## config.mk

```make
export PLATFORM = sky130hd
export DESIGN_NAME = boot_sequencer
export DESIGN_NICKNAME = d
export VERILOG_FILES = /design/src/rtl/boot_seq_pkg.sv /design/src/rtl/boot_seq_dp.sv /design/src/rtl/boot_seq_ctrl.sv /design/src/rtl/boot_sequencer.sv
export SDC_FILE = /design/constraint.sdc
export NUM_CORES = 1
export LEC_CHECK = 0
export BUFFER_PORTS_ARGS = -buffer_cell sky130_fd_sc_hd__buf_2
export CAP_MARGIN = 5
export CORE_MARGIN = 1.5
export CORE_UTILIZATION = 45
export CTS_BUF_LIST = sky130_fd_sc_hd__clkbuf_4 sky130_fd_sc_hd__clkbuf_8
export CTS_CLUSTER_SIZE = 20
export DETAILED_ROUTE_END_ITERATION = 12
export GPL_TIMING_DRIVEN = 0
export PLACE_DENSITY = 0.72
export SLEW_MARGIN = 10
export SYNTH_ARGS = -nofsm -noshare
export SYNTH_HDL_FRONTEND = slang
export SYNTH_HIERARCHICAL = 1
export SYNTH_SLANG_ARGS = --single-unit
```

## constraint.sdc

```tcl
create_clock -name clk -period 2.25 [get_ports clk]
set_input_delay 0.45 -clock clk [delete_from_list [all_inputs] [get_ports clk]]
set_output_delay 0.45 -clock clk [all_outputs]
set_load 0.005 [all_outputs]
```

## src/rtl/boot_seq_pkg.sv

```systemverilog
package boot_seq_pkg;

  typedef enum logic [1:0] {
    ST_OFF  = 2'd0,
    ST_INIT = 2'd1,
    ST_HOLD = 2'd2,
    ST_RUN  = 2'd3
  } seqState_t;

  // strobes from control to datapath
  typedef struct packed {
    logic timerLoad;
    logic timerRun;
  } ctrlStrobe_t;

  // status from datapath to control
  typedef struct packed {
    logic pinHigh;
    logic pinFallNow;
    logic initDone;
  } dpStatus_t;

endpackage

```

## src/rtl/boot_seq_dp.sv

```systemverilog
module boot_seq_dp
  import boot_seq_pkg::*;
#(
  parameter int SYNC_STAGES = 2,
  parameter int MIN_PULSE   = 4,
  parameter int INIT_CYCLES = 16
) (
  input  logic        clk,
  input  logic        pwrGood,
  input  logic        rstPinN,
  input  ctrlStrobe_t strobe,
  output dpStatus_t   status
);

  localparam int DB_W = (MIN_PULSE > 2) ? $clog2(MIN_PULSE) : 1;
  localparam int TM_W = (INIT_CYCLES > 2) ? $clog2(INIT_CYCLES) : 1;
  localparam logic [DB_W-1:0] DB_LAST = DB_W'(MIN_PULSE - 1);
  localparam logic [TM_W-1:0] TM_LOAD = TM_W'(INIT_CYCLES - 1);

  // synchronizer chain
  logic [SYNC_STAGES-1:0] syncReg;
  logic syncOut;

  generate
    if (SYNC_STAGES == 1) begin : g_sync1
      always_ff @(posedge clk or negedge pwrGood) begin
        if (!pwrGood) syncReg <= '0;
        else          syncReg <= rstPinN;
      end
    end else begin : g_syncN
      always_ff @(posedge clk or negedge pwrGood) begin
        if (!pwrGood) syncReg <= '0;
        else          syncReg <= {syncReg[SYNC_STAGES-2:0], rstPinN};
      end
    end
  endgenerate

  assign syncOut = syncReg[SYNC_STAGES-1];

  // run-length filter: the level must differ for MIN_PULSE cycles
  logic [DB_W-1:0] dbCnt;
  logic pinFilt;
  logic differ;
  logic flipNow;

  assign differ  = syncOut ^ pinFilt;
  assign flipNow = differ && (dbCnt == DB_LAST);

  always_ff @(posedge clk or negedge pwrGood) begin
    if (!pwrGood) begin
      dbCnt   <= '0;
      pinFilt <= 1'b0;
    end else if (!differ) begin
      dbCnt   <= '0;
    end else if (flipNow) begin
      dbCnt   <= '0;
      pinFilt <= syncOut;
    end else begin
      dbCnt   <= dbCnt + 1'b1;
    end
  end

  // init period down-counter
  logic [TM_W-1:0] timerCnt;

  always_ff @(posedge clk or negedge pwrGood) begin
    if (!pwrGood)                               timerCnt <= '0;
    else if (strobe.timerLoad)                  timerCnt <= TM_LOAD;
    else if (strobe.timerRun && timerCnt != '0) timerCnt <= timerCnt - 1'b1;
  end

  assign status.pinHigh    = pinFilt;
  assign status.pinFallNow = flipNow && pinFilt;
  assign status.initDone   = (timerCnt == '0);

endmodule

```

## src/rtl/boot_seq_ctrl.sv

```systemverilog
module boot_seq_ctrl
  import boot_seq_pkg::*;
(
  input  logic        clk,
  input  logic        pwrGood,
  input  dpStatus_t   status,
  output ctrlStrobe_t strobe,
  output logic        outEnable,
  output logic        regInit,
  output logic        busy
);

  seqState_t state, stateNext;

  always_ff @(posedge clk or negedge pwrGood) begin
    if (!pwrGood) state <= ST_OFF;
    else          state <= stateNext;
  end

  always_comb begin
    stateNext = state;
    unique case (state)
      ST_OFF:  stateNext = ST_INIT;
      ST_INIT: begin
        if (status.pinFallNow)    stateNext = ST_INIT;
        else if (status.initDone) stateNext = status.pinHigh ? ST_RUN : ST_HOLD;
      end
      ST_HOLD: if (status.pinHigh)    stateNext = ST_RUN;
      ST_RUN:  if (status.pinFallNow) stateNext = ST_INIT;
      default: stateNext = ST_OFF;
    endcase
  end

  always_comb begin
    strobe.timerLoad = (state == ST_OFF) || status.pinFallNow;
    strobe.timerRun  = (state == ST_INIT);
  end

  assign outEnable = (state == ST_RUN);
  assign regInit   = (state == ST_OFF) || (state == ST_INIT);
  assign busy      = (state != ST_RUN);

endmodule

```

## src/rtl/boot_sequencer.sv

```systemverilog
module boot_sequencer
  import boot_seq_pkg::*;
#(
  parameter int SYNC_STAGES = 2,
  parameter int MIN_PULSE   = 4,
  parameter int INIT_CYCLES = 16
) (
  input  logic clk,
  input  logic pwrGood,
  input  logic rstPinN,
  output logic outEnable,
  output logic regInit,
  output logic busy
);

  ctrlStrobe_t ctrlStb;
  dpStatus_t   dpStat;

  boot_seq_dp #(
    .SYNC_STAGES (SYNC_STAGES),
    .MIN_PULSE   (MIN_PULSE),
    .INIT_CYCLES (INIT_CYCLES)
  ) u_dp (
    .clk     (clk),
    .pwrGood (pwrGood),
    .rstPinN (rstPinN),
    .strobe  (ctrlStb),
    .status  (dpStat)
  );

  boot_seq_ctrl u_ctrl (
    .clk       (clk),
    .pwrGood   (pwrGood),
    .status    (dpStat),
    .strobe    (ctrlStb),
    .outEnable (outEnable),
    .regInit   (regInit),
    .busy      (busy)
  );

endmodule

```

-- Word-level counts from Yosys, hierarchy flattened
Index checks and enable logic that the tools add are counted.
- add/sub/neg operators: 2
- equality and inequality tests: 8
- multiplexer cells: 10
- bitwise gates (word level): 1
- reductions and logical operators: 11
- operator list (cell ; count):
    2-bit 2-to-1 mux ; 6
    4-bit 2-to-1 mux ; 2
    2-bit one-hot mux with 4 select lines ; 1
    2-bit equality test (second input constant) ; 3
    4-bit zero test ; 1
    2-bit != test (second input constant) ; 2
    4-bit nonzero test ; 1
    4-bit by 1-bit subtractor with 4-bit output (second input constant) ; 1
    1-bit logical AND ; 3
    3-bit by 2-bit != test with 1-bit output (second input constant) ; 1
    3-bit AND reduction ; 1
    2-bit by 1-bit adder with 2-bit output (second input constant) ; 1
    2-bit by 1-bit equality test with 1-bit output (second input constant) ; 1
    2-bit zero test ; 1
    1-bit logical OR ; 2
    2-bit by 1-bit != test with 1-bit output (second input constant) ; 1
    2-bit AND reduction ; 1
    2-bit nonzero test ; 1
    1-bit 2-to-1 mux ; 1
    1-bit XOR ; 1
- register bits: 11
- bits of input ports: 3

-- Logic depth before layout (Yosys ltp)
- depth after elaboration: 5
- gate-level depth with buffers: 6
- depth with buffers taken out: 6

-- Cells and area by module
Netlist, hierarchy kept.
- modules (own cells, without submodules) (module ; times used ; cells an instance ; area each (µm²) ; seq. area each (µm²)):
    boot_seq_dp ; 1 ; 33 ; 404.1 ; 225.2
    boot_seq_ctrl ; 1 ; 22 ; 224.0 ; 50.0

-- Least setup slack after synthesis
OpenSTA, ideal clock, no wires.
- path type: reg-to-reg
- start point: register u_ctrl.state[1]
- end point: register u_dp.timerCnt[3]
- setup time: 0.124 ns
- arrival: 1.415 ns
- path slack: 0.711 ns
- stages on the path, launching flop included: 5
- period minus slack after synthesis: 1.539 ns
- cell sequence: dfrtp_1 > inv_1 > ha_1 > or4b_4 > a211o_1
- RTL lines (what ; RTL line ; source):
    start: declaration ; boot_seq_ctrl.sv:13 ; seqState_t state, stateNext;
    start signal: assignment ; boot_seq_ctrl.sv:17 ; else state <= stateNext;
    end signal: assignment ; boot_seq_dp.sv:69 ; else if (strobe.timerRun && timerCnt != '0) timerCnt <= timerCnt - 1'b1;
    end: declaration ; boot_seq_dp.sv:64 ; logic [TM_W-1:0] timerCnt;

==> impl_metrics.env <==
export IMPL_ff2ff_path_depth=6
export IMPL_fp_row_count=13
export IMPL_synth_edf_count=0
export IMPL_cpPeakStageDelay_ns=0.37
export IMPL_fillers=117
export IMPL_seq_area_um2=275
export IMPL_hold_buffers=0
export IMPL_synth_cells=55
export IMPL_critPathKind="reg2out"
export IMPL_ios=6
export IMPL_syn_to_final_growth_pct=11.8
export IMPL_critPathSlowestCell="dfrtp_1"
export IMPL_antenna_found_initial=0
export IMPL_ys_seq_elements=11
export IMPL_finClkSkew_ns=0.00276
export IMPL_avgViaCountPerCell=4.96
export IMPL_cp_arrival_ns=1.38
export IMPL_vias=392
export IMPL_cp_top_family="flip-flops"
export IMPL_path_cells="inv_1 > ha_1 > or2_2 > buf_2"
export IMPL_rsz0062_at_grt="false"
export IMPL_synth_warning_count=6
export IMPL_start_util_pct=48.3
export IMPL_clk_pin_slew_ns=0.06
export IMPL_p_per_area_nw_per_um2=1250
export IMPL_cts_resized=0
export IMPL_slew_headroom_pct=76.5
export IMPL_clock_sinks=11
export IMPL_grtUsageMet3_pct=1.67
export IMPL_htreeDepth=1
export IMPL_synth_top_area_cell="dfrtp_1"
export IMPL_global_route_peak_usage_layer="met2"
export IMPL_portBuffers=5
export IMPL_endpoint="regInit"
export IMPL_yosys_top_cells_count="11 x dfrtp_1, 7 x ha_1, 6 x inv_1"
export IMPL_hpwl_um=724
export IMPL_use_met2_pct=20.2
export IMPL_grt_remaining_overflow=0
export IMPL_synth_most_common_cell="dfrtp_1"
export IMPL_drt_wirelength_per_cell_um=11.1
export IMPL_drc=0
export IMPL_yosysTopAreaCellShare_pct=43.8
export IMPL_grt_max_degree=12
export IMPL_crit_cells=4
export IMPL_synth_area_um2=628
export IMPL_required_ns=1.80
export IMPL_leakage_uw=0.000336
export IMPL_yosysSeqAreaShare_pct=43.8
export IMPL_r2r_end="u_ctrl/state[1]"
export IMPL_cts_setup_buffers=0
export IMPL_finalSetupTns_ns=0
export IMPL_avgSynthCellArea_um2=11.4
export IMPL_drive_gt1_share_pct=25.0
export IMPL_synth_flop_cell="dfrtp_1"
export IMPL_cts_buffer_depth=2
export IMPL_hold_path_class="in2async"
export IMPL_numCtsBuffers=3
export IMPL_die_area_um2=1630
export IMPL_cp_max_fo=5
export IMPL_core_um2=1300
export IMPL_hold_viol_final=0
export IMPL_outcome="complete, no violations"
export IMPL_power_uw=880
export IMPL_fin_util_pct=53.9
export IMPL_grt_pass1_wl_mm=1.38
export IMPL_finalNetCount=75
export IMPL_path_buf_inv=2
export IMPL_grt_pass1_vias=357
export IMPL_max_freq_mhz=545
export IMPL_multi_input_area_um2=319
export IMPL_grt_use_met1_pct=15.8
export IMPL_drtIter0Drc=0
export IMPL_worstReg2RegStart="u_dp/timerCnt[0]"
export IMPL_drv_cap=0
export IMPL_end_kind="output port"
export IMPL_first_pass_iters=1
export IMPL_crit_start="u_ctrl/state[1]"
export IMPL_period_share_pct=81.5
export IMPL_post_route_min_period_ns=1.83
export IMPL_num_antenna_cells=0
export IMPL_netlist_cell_type_count=21
export IMPL_rrSetupSlack_ns=0.54
export IMPL_tightest_slew_ns=0.352
export IMPL_synth_nets=65
export IMPL_cts_tree="built"
export IMPL_die_w_um=40.4
export IMPL_ant_nets=0
export IMPL_die_h_um=40.4
export IMPL_synth_area_leaders="dfrtp_1 44%, ha_1 14%, mux2i_1 6.4%"
export IMPL_setup_viol_count_final=0
export IMPL_ir_drop_uv=432
export IMPL_startpoint_type="flip-flop"
export IMPL_wl_um=879
export IMPL_postSynth_asyncResetShare_pct=100
export IMPL_clk_latency_ns=0.26
export IMPL_gp_congestion=0.623
export IMPL_gr_usage_all_layers_pct=14.0
export IMPL_cts_root_buf="clkbuf_4"
export IMPL_slew_violations=0
flip-flops by register name, summed over array words and instances (netlist names):
| name | count |
|---|---|
| u_dp/timerCnt | 4 |
| u_dp/syncReg | 2 |
| u_dp/pinFilt | 1 |
| u_ctrl/state | 2 |
| u_dp/dbCnt | 2 |
kinds of logic (layout without fill, tap and decap cells):
| kind of cell | after synthesis | count (layout) | synth area share (%) |
|---|---|---|---|
| adders and majority gates | 7 | 7 | 13.9 |
| AOI/OAI and AO/OA | 5 | 5 | 8.57 |
| xor gates and xnor gates | 1 | 1 | 1.39 |
| muxes | 5 | 5 | 8.17 |
| DFF | 11 | 11 | 43.8 |
| and+or+nand+nor | 18 | 18 | 18.7 |
| buffers and inverters | 8 | 17 | 5.38 |
cells in the final DEF, fill, tap and decap left out:
| cell | count |
|---|---|
| o21ai_0 | 2 |
| buf_4 | 1 |
| nor2_1 | 3 |
| inv_2 | 1 |
| mux2i_1 | 4 |
| or2_1 | 1 |
| mux2_2 | 1 |
| nand2_1 | 1 |
| inv_1 | 6 |
| a221oi_4 | 1 |
| nor3b_1 | 2 |
| nor3_1 | 2 |
| buf_2 | 5 |
| dfrtp_1 | 11 |
| ha_1 | 7 |
| a211o_1 | 2 |
| and3b_1 | 2 |
| clkbuf_4 | 4 |
| nor2b_2 | 1 |
| or2_2 | 1 |
| or4b_4 | 1 |
| nor2b_1 | 4 |
| xnor2_1 | 1 |
power breakdown:
part / internal, µW / switching (µW)
registers: 266 / 53.5
clock network: 80.4 / 57.0
logic: 226 / 197
layout make-up:
type                       count  area share, %
timing repair buffer           5           3.57
tap                           15           2.67
buffer                         1           1.07
sequential                    11           39.2
clock buffer                   4           4.28
inverter                       7           3.74
multi-input combinational     36           45.5
how the worst min path moves through the flow:
stage	end	depth (start not counted)	slack, ns
5_1_grt	u_dp/syncReg[1]	1	0.04
3_3_place_gp	u_dp/timerCnt[1]	1	0.32
2_1_floorplan	u_ctrl/state[0]	0	0.15
3_5_place_dp	u_dp/timerCnt[0]	1	0.33
6_report	u_dp/syncReg[1]	1	0.04
4_1_cts	u_dp/syncReg[1]	1	0.04
metal layers:
layer	vias to the layer above	share of wire, %
met5	-	0
met3	4	2.0
li1	200	-
met2	7	48
met4	0	4.3
met1	181	46
through the flow:
step	instance area, µm²	worst slack (ns)	std cells	hold slack [ns]
5_1_grt	702	0.327	79	0.0422
6_report	702	0.415	79	0.0425
3_5_place_dp	672	0.524	75	0.331
4_1_cts	702	0.395	79	0.0413
2_1_floorplan	628	0.711	55	0.154
3_3_place_gp	672	0.596	75	0.325
(Power assumes the default switching activity.)
